--- config.mk ---
export PLATFORM = sky130hd
export DESIGN_NAME = muldiv_unit
export DESIGN_NICKNAME = d
export VERILOG_FILES = /design/src/rtl/muldiv_pkg.sv /design/src/rtl/muldiv_mul_core.sv /design/src/rtl/muldiv_div_core.sv /design/src/rtl/muldiv_unit.sv
export SDC_FILE = /design/constraint.sdc
export NUM_CORES = 2
export LEC_CHECK = 0
export ABC_AREA = 1
export CAP_MARGIN = 40
export CELL_PAD_IN_SITES_DETAIL_PLACEMENT = 1
export CELL_PAD_IN_SITES_GLOBAL_PLACEMENT = 2
export CORE_UTILIZATION = 41
export DETAILED_ROUTE_END_ITERATION = 10
export PLACE_DENSITY_LB_ADDON = 0.1
export SLEW_MARGIN = 20
export SYNTH_ARGS = -nofsm -noshare
export SYNTH_HDL_FRONTEND = slang
export SYNTH_SLANG_ARGS = --single-unit
export TNS_END_PERCENT = 50
--- constraint.sdc ---
create_clock -name clk -period 15.7 [get_ports clk]
set_input_delay 4.71 -clock clk [delete_from_list [all_inputs] [get_ports clk]]
set_output_delay 4.71 -clock clk [all_outputs]
set_load 0.1 [all_outputs]
--- src/rtl/muldiv_pkg.sv ---
package muldiv_pkg;

    // Operation codes; the numeric values are decoded by the issuing core.
    typedef enum logic [4:0] {
        OP_MADD   = 5'h00,
        OP_MADDU  = 5'h01,
        OP_MULGPR = 5'h02,
        OP_MSUB   = 5'h04,
        OP_MSUBU  = 5'h05,
        OP_MFHI   = 5'h10,
        OP_MTHI   = 5'h11,
        OP_MFLO   = 5'h12,
        OP_MTLO   = 5'h13,
        OP_MULT   = 5'h18,
        OP_MULTU  = 5'h19,
        OP_DIV    = 5'h1A,
        OP_DIVU   = 5'h1B
    } md_op_e;

    typedef enum logic [2:0] {
        CL_NONE,
        CL_READ,
        CL_WRITE,
        CL_MUL,
        CL_ACC,
        CL_GPR,
        CL_DIV
    } md_class_e;

    typedef enum logic [1:0] {
        ST_IDLE,
        ST_MUL,
        ST_DIV
    } md_state_e;

    typedef struct packed {
        md_class_e cls;
        logic      sgn;     // operands are two's complement
        logic      lo_sel;  // move targets LO rather than HI
        logic      sub;     // accumulate subtracts the product
    } md_dec_t;

    function automatic md_dec_t md_decode(input logic [4:0] code);
        md_dec_t d;
        d = '{cls: CL_NONE, sgn: 1'b0, lo_sel: 1'b0, sub: 1'b0};
        case (code)
            OP_MADD:   begin d.cls = CL_ACC;   d.sgn = 1'b1; end
            OP_MADDU:  begin d.cls = CL_ACC;                 end
            OP_MSUB:   begin d.cls = CL_ACC;   d.sgn = 1'b1; d.sub = 1'b1; end
            OP_MSUBU:  begin d.cls = CL_ACC;   d.sub = 1'b1; end
            OP_MULGPR: begin d.cls = CL_GPR;   d.sgn = 1'b1; end
            OP_MFHI:   begin d.cls = CL_READ;                end
            OP_MFLO:   begin d.cls = CL_READ;  d.lo_sel = 1'b1; end
            OP_MTHI:   begin d.cls = CL_WRITE;               end
            OP_MTLO:   begin d.cls = CL_WRITE; d.lo_sel = 1'b1; end
            OP_MULT:   begin d.cls = CL_MUL;   d.sgn = 1'b1; end
            OP_MULTU:  begin d.cls = CL_MUL;                 end
            OP_DIV:    begin d.cls = CL_DIV;   d.sgn = 1'b1; end
            OP_DIVU:   begin d.cls = CL_DIV;                 end
            default:   d.cls = CL_NONE;
        endcase
        return d;
    endfunction

endpackage

--- src/rtl/muldiv_mul_core.sv ---
module muldiv_mul_core #(
    parameter int W = 32
) (
    input  logic           clk,
    input  logic           rst,
    input  logic           load,
    input  logic           sgn,
    input  logic [W-1:0]   a,
    input  logic [W-1:0]   b,
    output logic [2*W-1:0] prod
);
    logic [W-1:0]   a_q, b_q;
    logic           s_q;
    logic [2*W-1:0] ext_a, ext_b;

    always_ff @(posedge clk) begin
        if (rst) begin
            a_q <= '0;
            b_q <= '0;
            s_q <= 1'b0;
        end else if (load) begin
            a_q <= a;
            b_q <= b;
            s_q <= sgn;
        end
    end

    // Sign- or zero-extend to 2W bits; the low 2W bits of the product are exact.
    always_comb begin
        ext_a = {{W{s_q & a_q[W-1]}}, a_q};
        ext_b = {{W{s_q & b_q[W-1]}}, b_q};
        prod  = ext_a * ext_b;
    end
endmodule

--- src/rtl/muldiv_div_core.sv ---
module muldiv_div_core #(
    parameter int W = 32
) (
    input  logic         clk,
    input  logic         rst,
    input  logic         load,
    input  logic         step,
    input  logic         sgn,
    input  logic [W-1:0] dividend,
    input  logic [W-1:0] divisor,
    output logic [W-1:0] quot_o,
    output logic [W-1:0] rem_o
);
    logic [W-1:0] rem_q, quo_q, dvs_q;
    logic         qneg_q, rneg_q;
    logic [W:0]   trial;
    logic [W-1:0] diff_lo, rem_n, quo_n;
    logic         ge;

    function automatic logic [W-1:0] magnitude(input logic [W-1:0] x, input logic s);
        return (s && x[W-1]) ? (~x + 1'b1) : x;
    endfunction

    // One restoring step: shift in the next dividend bit, subtract when it fits.
    always_comb begin
        trial   = {rem_q, quo_q[W-1]};
        ge      = (trial >= {1'b0, dvs_q});
        diff_lo = trial[W-1:0] - dvs_q;
        rem_n   = ge ? diff_lo : trial[W-1:0];
        quo_n   = {quo_q[W-2:0], ge};
        quot_o  = qneg_q ? (~quo_n + 1'b1) : quo_n;
        rem_o   = rneg_q ? (~rem_n + 1'b1) : rem_n;
    end

    always_ff @(posedge clk) begin
        if (rst) begin
            rem_q  <= '0;
            quo_q  <= '0;
            dvs_q  <= '0;
            qneg_q <= 1'b0;
            rneg_q <= 1'b0;
        end else if (load) begin
            rem_q  <= '0;
            quo_q  <= magnitude(dividend, sgn);
            dvs_q  <= magnitude(divisor, sgn);
            qneg_q <= sgn & (dividend[W-1] ^ divisor[W-1]);
            rneg_q <= sgn & dividend[W-1];
        end else if (step) begin
            rem_q <= rem_n;
            quo_q <= quo_n;
        end
    end
endmodule

--- src/rtl/muldiv_unit.sv ---
module muldiv_unit
    import muldiv_pkg::*;
#(
    parameter int W       = 32,
    parameter int MUL_LAT = 3
) (
    input  logic         clk,
    input  logic         rst,
    input  logic         start,
    input  logic [4:0]   op,
    input  logic [W-1:0] src_a,
    input  logic [W-1:0] src_b,
    output logic         busy,
    output logic         rd_valid,
    output logic [W-1:0] rd_data
);
    localparam int DIV_STEPS = W;
    localparam int CNT_MAX   = (DIV_STEPS > MUL_LAT) ? DIV_STEPS : MUL_LAT;
    localparam int CW        = (CNT_MAX > 1) ? $clog2(CNT_MAX) : 1;

    md_state_e      state_q;
    md_class_e      cls_q;
    logic           sub_q;
    logic [CW-1:0]  cnt_q;
    logic [W-1:0]   hi_q, lo_q;
    logic           pend_q, pend_lo_q;
    logic           rd_valid_q;
    logic [W-1:0]   rd_data_q;

    md_dec_t        dec;
    logic           idle, accept, mul_load, div_load, div_step;
    logic [2*W-1:0] prod, acc, res;
    logic [W-1:0]   dquo, drem;

    always_comb begin
        dec      = md_decode(op);
        idle     = (state_q == ST_IDLE);
        accept   = start && idle && !pend_q;
        mul_load = accept && (dec.cls inside {CL_MUL, CL_ACC, CL_GPR});
        div_load = accept && (dec.cls == CL_DIV);
        div_step = (state_q == ST_DIV);
    end

    muldiv_mul_core #(.W(W)) u_mul (
        .clk  (clk),
        .rst  (rst),
        .load (mul_load),
        .sgn  (dec.sgn),
        .a    (src_a),
        .b    (src_b),
        .prod (prod)
    );

    muldiv_div_core #(.W(W)) u_div (
        .clk      (clk),
        .rst      (rst),
        .load     (div_load),
        .step     (div_step),
        .sgn      (dec.sgn),
        .dividend (src_a),
        .divisor  (src_b),
        .quot_o   (dquo),
        .rem_o    (drem)
    );

    // HI:LO value to commit when the running operation finishes.
    always_comb begin
        acc = {hi_q, lo_q};
        case (cls_q)
            CL_MUL:  res = prod;
            CL_ACC:  res = sub_q ? (acc - prod) : (acc + prod);
            CL_DIV:  res = {drem, dquo};
            default: res = acc;
        endcase
    end

    always_ff @(posedge clk) begin
        if (rst) begin
            state_q    <= ST_IDLE;
            cls_q      <= CL_NONE;
            sub_q      <= 1'b0;
            cnt_q      <= '0;
            hi_q       <= '0;
            lo_q       <= '0;
            pend_q     <= 1'b0;
            pend_lo_q  <= 1'b0;
            rd_valid_q <= 1'b0;
            rd_data_q  <= '0;
        end else begin
            rd_valid_q <= 1'b0;
            if (idle) begin
                if (pend_q) begin
                    pend_q     <= 1'b0;
                    rd_valid_q <= 1'b1;
                    rd_data_q  <= pend_lo_q ? lo_q : hi_q;
                end else if (start) begin
                    case (dec.cls)
                        CL_READ: begin
                            rd_valid_q <= 1'b1;
                            rd_data_q  <= dec.lo_sel ? lo_q : hi_q;
                        end
                        CL_WRITE: begin
                            if (dec.lo_sel) lo_q <= src_a;
                            else            hi_q <= src_a;
                        end
                        CL_MUL, CL_ACC, CL_GPR: begin
                            state_q <= ST_MUL;
                            cls_q   <= dec.cls;
                            sub_q   <= dec.sub;
                            cnt_q   <= CW'(MUL_LAT - 1);
                        end
                        CL_DIV: begin
                            state_q <= ST_DIV;
                            cls_q   <= CL_DIV;
                            sub_q   <= 1'b0;
                            cnt_q   <= CW'(DIV_STEPS - 1);
                        end
                        default: ;
                    endcase
                end
            end else begin
                if (start && dec.cls == CL_READ && !pend_q) begin
                    pend_q    <= 1'b1;
                    pend_lo_q <= dec.lo_sel;
                end
                if (cnt_q == '0) begin
                    state_q <= ST_IDLE;
                    if (cls_q == CL_GPR) begin
                        rd_valid_q <= 1'b1;
                        rd_data_q  <= prod[W-1:0];
                    end else begin
                        hi_q <= res[2*W-1:W];
                        lo_q <= res[W-1:0];
                    end
                end else begin
                    cnt_q <= cnt_q - CW'(1);
                end
            end
        end
    end

    assign busy     = !idle || pend_q;
    assign rd_valid = rd_valid_q;
    assign rd_data  = rd_data_q;
endmodule

-- After elaboration in Yosys (flattened, before gate mapping)
Index checks and enable logic that the tools add are counted.
- add/sub/neg operators: 8
- multipliers: 1
- magnitude comparators: 1
- equality and inequality tests: 33
- multiplexer cells: 53
- bitwise operators: 11
- reduce and logical (&&, ||, !) cells: 38
- operators by type and width (kind ; number):
    two-way mux 32 bit ; 29
    case mux 64 bit (3 select lines) ; 1
    adder 32 x 1 -> 32 bit (second input constant) ; 4
    inverter 32 bit ; 4
    adder 64 bit ; 1
    multiplier 33 x 33 -> 64 bit ; 1
    two-way mux 64 bit ; 1
    subtractor 64 bit ; 1
    == test 5 bit (second input constant) ; 8
    greater-or-equal comparator 33 x 32 -> 1 bit ; 1
    subtractor 32 bit ; 1
    two-way mux 5 bit ; 4
    == test 3 bit (second input constant) ; 6
    case mux 3 bit (6 select lines) ; 1
    AND reduction 4 bit ; 4
    OR reduction 2 bit ; 8
    AND reduction 7 bit ; 2
    != test 2 bit (second input constant) ; 6
    == test 5 x 3 -> 1 bit (second input constant) ; 2
    zero test 5 bit ; 2
    case mux 5 bit (2 select lines) ; 1
    == test 3 x 2 -> 1 bit (second input constant) ; 3
    two-way mux 1 bit ; 9
    logical AND 1 bit ; 8
    26 further kinds ; 37
- register bits: 273
- bits of input ports: 72
- output and inout port bits: 34
- word-level logic and storage cells: 163

-- Depth between registers and ports, before layout
- depth after elaboration: 9
- mapped depth: 60
- gate-level depth less buffers: 58

-- By module
A second synthesis with hierarchy kept.
- cells, all modules: 9820
- area total of the unflattened synthesis: 66636.4 µm²
- modules (own cells, without submodules) (module ; times used ; cells each ; area an instance (µm²) ; seq. area each (µm²)):
    muldiv_mul_core ; 1 ; 5296 ; 42070.3 ; 1301.2
    muldiv_unit ; 1 ; 2710 ; 14343.8 ; 2202.1
    muldiv_div_core ; 1 ; 1814 ; 10222.3 ; 1961.9

-- Worst setup path before layout
Ideal clock, no wire load.
- path type: register to register
- start point: register u_mul.a_q[31]
- end point: register hi_q[27]
- setup time: 119 ps
- arrival time: 9352 ps
- required time: 15581 ps
- path slack: 6228 ps
- stages on the path, launching flop included: 42
- buffers on the path: 2
- period minus slack after synthesis: 9472 ps
- cells stage by stage: dfxtp_1 clkbuf_1 nand2_1 clkbuf_1 nor2_1 fa_1 fa_1 fa_1 fa_1 inv_1 fa_1 fa_1 fa_1 fa_1 inv_1 ha_1 nand2_1 nor2_1 [6 not listed] inv_1 nor2_1 inv_1 nor3_1 nand3b_4 nand2_2 xor2_1 ha_1 a21o_1 a31oi_1 nor2_1 a2111oi_0 nand2_1 or2_2 nand3_1 o21ai_0 o21ai_1 a21oi_1
- longest elaborated chain between the ends: 8
- elaborated cells between the ends (all ways): 9
- classes of those cells: 2 x add/sub; 1 x mul; 5 x mux; 1 x bitwise
- ends and longest elaborated chain (element ; line ; source):
    start: declaration ; muldiv_mul_core.sv:12 ; logic [W-1:0] a_q, b_q;
    start signal: assignment ; muldiv_mul_core.sv:18 ; a_q <= '0;
    start signal: assignment ; muldiv_mul_core.sv:22 ; a_q <= a;
    bitwise AND 1 bit ; muldiv_mul_core.sv:30 ; ext_a = {{W{s_q & a_q[W-1]}}, a_q};
    multiplier 33 x 33 -> 64 bit * ; muldiv_mul_core.sv:32 ; prod = ext_a * ext_b;
    adder 64 bit / subtractor 64 bit (equally long branches) ; muldiv_unit.sv:71 ; CL_ACC: res = sub_q ? (acc - prod) : (acc + prod);
    two-way mux 64 bit ; muldiv_unit.sv:71 ;
    case mux 64 bit (3 select lines) * ; muldiv_unit.sv:69 ; case (cls_q)
    two-way mux 32 bit * ; muldiv_unit.sv:128 ; if (cls_q == CL_GPR) begin
    two-way mux 32 bit * ; muldiv_unit.sv:126 ; if (cnt_q == '0) begin
    two-way mux 32 bit * ; muldiv_unit.sv:91 ; if (idle) begin
    end signal: assignment ; muldiv_unit.sv:104 ; else hi_q <= src_a;
    end signal: assignment ; muldiv_unit.sv:132 ; hi_q <= res[2*W-1:W];
    end: declaration ; muldiv_unit.sv:25 ; logic [W-1:0] hi_q, lo_q;
Mark *: on every way between the ends. The rest lies on a longest branch, timed or not. The select of a mux whose other input is x is not followed.
A chain may end at the register's enable or synchronous reset.

-- Worst setup path in the final report
- start point: register u_mul.a_q[6]
- end point: register hi_q[13]
- longest elaborated chain between the ends: 7
- elaborated cells between the ends (all ways): 8
- classes of those cells: 2 x add/sub; 1 x mul; 5 x mux
- ends and longest elaborated chain (element ; line):
    multiplier 33 x 33 -> 64 bit * ; muldiv_mul_core.sv:32
    adder 64 bit / subtractor 64 bit (equally long branches) ; muldiv_unit.sv:71
    two-way mux 64 bit ; muldiv_unit.sv:71
    case mux 64 bit (3 select lines) * ; muldiv_unit.sv:69
    two-way mux 32 bit * ; muldiv_unit.sv:128
    two-way mux 32 bit * ; muldiv_unit.sv:126
    two-way mux 32 bit * ; muldiv_unit.sv:91
Marks and branches as above.

==> impl_metrics.json <==
{
  "ys_ff_latch": 273,
  "cp-end-kind": "flop",
  "p_sw_mw": 6.143,
  "syn_to_final_growth_pct": 8.370,
  "nets": 10830,
  "holdBufCountCts": 0,
  "min_period_ns": 12.78,
  "dieWidth_microns": 400.8,
  "firstDrtPassIters": 6,
  "synth_cell_types": 68,
  "finalPower_mw": 9.679,
  "grt_pass1_wl_microns": 436000,
  "fp.dieH_microns": 400.8,
  "drv_slew": 0,
  "detail_route.vias_per_cell": 5.456,
  "synth_fp_nets": 10910,
  "cp_max_fo": 23,
  "setup_tns_ns": 0,
  "grt_setup_unrepaired": "false",
  "dp_hpwl_microns": 241700,
  "drc_errors": 0,
  "routed_wl_microns": 292400,
  "cts.sinks": 273,
  "ys_seq_area_share_pct": 8.380,
  "die_area_sq_mm": 0.1607,
  "finalCritPeriodShare_pct": 81.40,
  "htree_levels": 2,
  "pin_count": 106,
  "hold_viol_final": 0,
  "grt_usage_pct": 36.48,
  "clockBufferDepth": 3,
  "synthCells": 9395,
  "power_frac_comb_pct": 80.1,
  "root_buffer": "clkbuf_16",
  "initial_core_util_pct": 41.51,
  "fmax_mhz": 78.25,
  "cp.buffers_inverters": 10,
  "cts_tree": "done",
  "status": "completed",
  "hp-class": "flop to flop",
  "antenna_found_initial": 16,
  "ir_drop_uv": 104.8,
  "coreArea_sq_mm": 0.1571,
  "multi_input_area_sq_mm": 0.04931,
  "postRouteAntennaNets": 0,
  "cellLeakagePower_nw": 37.06,
  "tightest_slew_ns": 0.9691,
  "grt_pass1_vias": 67320,
  "clkSlewWorstSetupHoldPaths_ns": 0.06,
  "cts_setup_buffers": 0,
  "first_iter_violations": 4237,
  "netlist_area_sq_mm": 0.06522,
  "setup_violations": 0,
  "fillers": 20110,
  "power_frac_seq_pct": 9.0,
  "ctsResizeCount": 0,
  "synthArstFlopShare_pct": 0,
  "port_buffers": 105,
  "fp-row-count": 145,
  "crit_top_cell": "inv_1",
  "slowest_stage": "dfxtp_1",
  "p_clk_share_pct": 10.9,
  "gp_congestion": 1.030,
  "cap_violations": 0,
  "insertion_delay_ns": 0.67,
  "clock_skew_ns": 0.07581,
  "worstSetupStartpointType": "flop",
  "overflow": 0,
  "relSlewSlack_pct": 34.58,
  "max_stage_delay_ns": 0.71,
  "regArea_sq_mm": 0.005468,
  "worstPathRequired_ns": 16.23,
  "swShare_pct": 63.47,
  "p_per_area_mw_per_mm2": 136.9,
  "vias": 62260,
  "synth-main-ff-cell": "dfxtp_1",
  "arrival_ns": 13.31,
  "internal_power_mw": 3.535,
  "synth.avg_cell_area_sq_um": 6.942,
  "drive_gt1_share_pct": 4.826,
  "grt_start_max_net_pins": 78,
  "ys.warnings.count": 0,
  "critPathTopFamily": "adder cells",
  "wl_per_cell_microns": 25.62,
  "cts-buffers-inserted": 42,
  "path_class": "flop to flop",
  "synth_edf_count": 0
}
per-stage QoR:
stage	hold slack (ns)	utilization, %	instances	area, sq um	setup WS (ns)
final	0.4705	44.99	11410	70680	2.920
after floorplan	0.4530	-	9395	65220	6.228
after global placement	0.4543	43.39	11260	68160	2.573
after global routing	0.4812	44.98	11410	70670	2.481
after detailed placement	0.4605	43.99	11320	69120	3.175
after CTS	0.4699	44.92	11400	70580	3.068
synthesized netlist by cell type, types with 24 or more instances:
cell type  count  area [sq um]
o211ai_1      66         495.5
ha_1         314          3929
nor2_1       605          2271
fa_1        1127         22560
a31oi_1       61         381.6
o21ai_0      472          2362
xor2_1       132          1156
nor4_1        26         162.7
nor2_2        24         150.1
or2_2         28         175.2
inv_1       2316          8693
nor3_1        70         350.3
nand3_1      257          1286
nand2_1     2354          8836
clkbuf_1     402          1509
dfxtp_1      273          5465
nand4_1       54         337.8
a21oi_1      469          2347
xnor2_1       52         455.4
cell usage in the layout, fill, tap and decap left out, drive strengths merged, types with 4 or more instances in the layout:
cell	Yosys	routed
nand2	2374	2374
inv	2338	2341
fa	1127	1127
nor2	631	631
o21ai	512	512
a21oi	479	479
ha	314	314
dfxtp	273	273
nand3	270	270
buf	21	192
xor2	138	138
clkdlybuf4s50	0	104
nor3	80	80
o211ai	66	66
a31oi	61	61
nand4	55	55
xnor2	52	52
clkbuf	404	50
or2	29	29
nor4	28	28
clkinv	9	24
o221ai	21	21
nand3b	17	17
o21bai	15	15
a211oi	9	9
o2111ai	9	9
diode	0	8
o21a	8	8
a21o	8	8
o22ai	7	7
o31ai	6	6
clkinvlp	0	6
a221oi	5	5
bufinv	0	5
o311ai	4	4
and2	4	4
power groups by stage:
stage / sequential [mW] / clock (mW) / combinational (mW)
3_5_place_dp: 0.883 / 0 / 7.57
5_1_grt: 0.877 / 1.09 / 8.35
4_1_cts: 0.868 / 1.07 / 7.65
6_report: 0.874 / 1.05 / 7.75
2_1_floorplan: 0.878 / 0 / 4.53
3_3_place_gp: 0.887 / 0 / 7.42
logic make-up (layout without fill, tap and decap cells):
logic type               after synthesis  after routing  synth area share [%]
adder cells (fa/ha/maj)             1441           1441                 40.62
AND/OR/NAND/NOR                     3495           3495                 21.84
XOR/XNOR                             190            190                 2.621
other                                  0              8                     0
AO/OA/AOI/OAI                       1224           1224                 10.43
buffers and inverters               2772           2722                 16.11
flip-flops                           273            273                 8.380
worst register-to-register path, delay by kind of cell, from the launching register on:
kind / cells / cell delay, ns
adder cells (fa/ha/maj): 10 / 4.73
AO/OA/AOI/OAI: 9 / 2.73
AND/OR/NAND/NOR: 12 / 2.41
buffers and inverters: 10 / 1.19
XOR/XNOR: 2 / 0.92
flip-flops: 1 / 0.71
final cells by class:
class	instances	area share, %
clock buffers	48	1.561
well taps	2058	3.643
clock inverters	29	0.5063
repair buffers	298	4.282
diodes	8	0.02832
multi-input cells	6350	69.77
flip-flops and latches	273	7.736
inverters	2347	12.47
path summary, 6_finish.rpt:
check | start | to | slack, ns | depth (start not counted)
worst min register to register | rd_data[27] | rd_data[27] | 0.47 | 2
worst max-delay path | u_mul.a_q[6] | hi_q[13] | 2.92 | 43
worst min-delay path | rd_data[27] | rd_data[27] | 0.47 | 2
worst max register to register | u_mul.a_q[6] | hi_q[13] | 2.92 | 43
per-layer routing:
| layer | GRT usage (%) | part of all wire (%) | vias up |
|---|---|---|---|
| li1 | - | - | 27780 |
| met1 | 45.77 | 41 | 31960 |
| met2 | 62.12 | 48 | 1929 |
| met3 | 4.271 | 5.6 | 592 |
| met4 | 17.90 | 5.7 | 4 |
| met5 | 0 | 0.0089 | - |
registers in the layout, summed over array words and instances, names as in the netlist:
name	flops
u_mul.a_q	32
cls_q	3
pend_lo_q	1
rd_data	32
u_mul.s_q	1
u_mul.b_q	32
u_div.dvs_q	32
state_q	2
lo_q	32
hi_q	32
rd_valid	1
u_div.qneg_q	1
cnt_q	5
pend_q	1
u_div.quo_q	32
sub_q	1
u_div.rem_q	32
u_div.rneg_q	1
No activity file was read; power rests on OpenSTA's default activity.
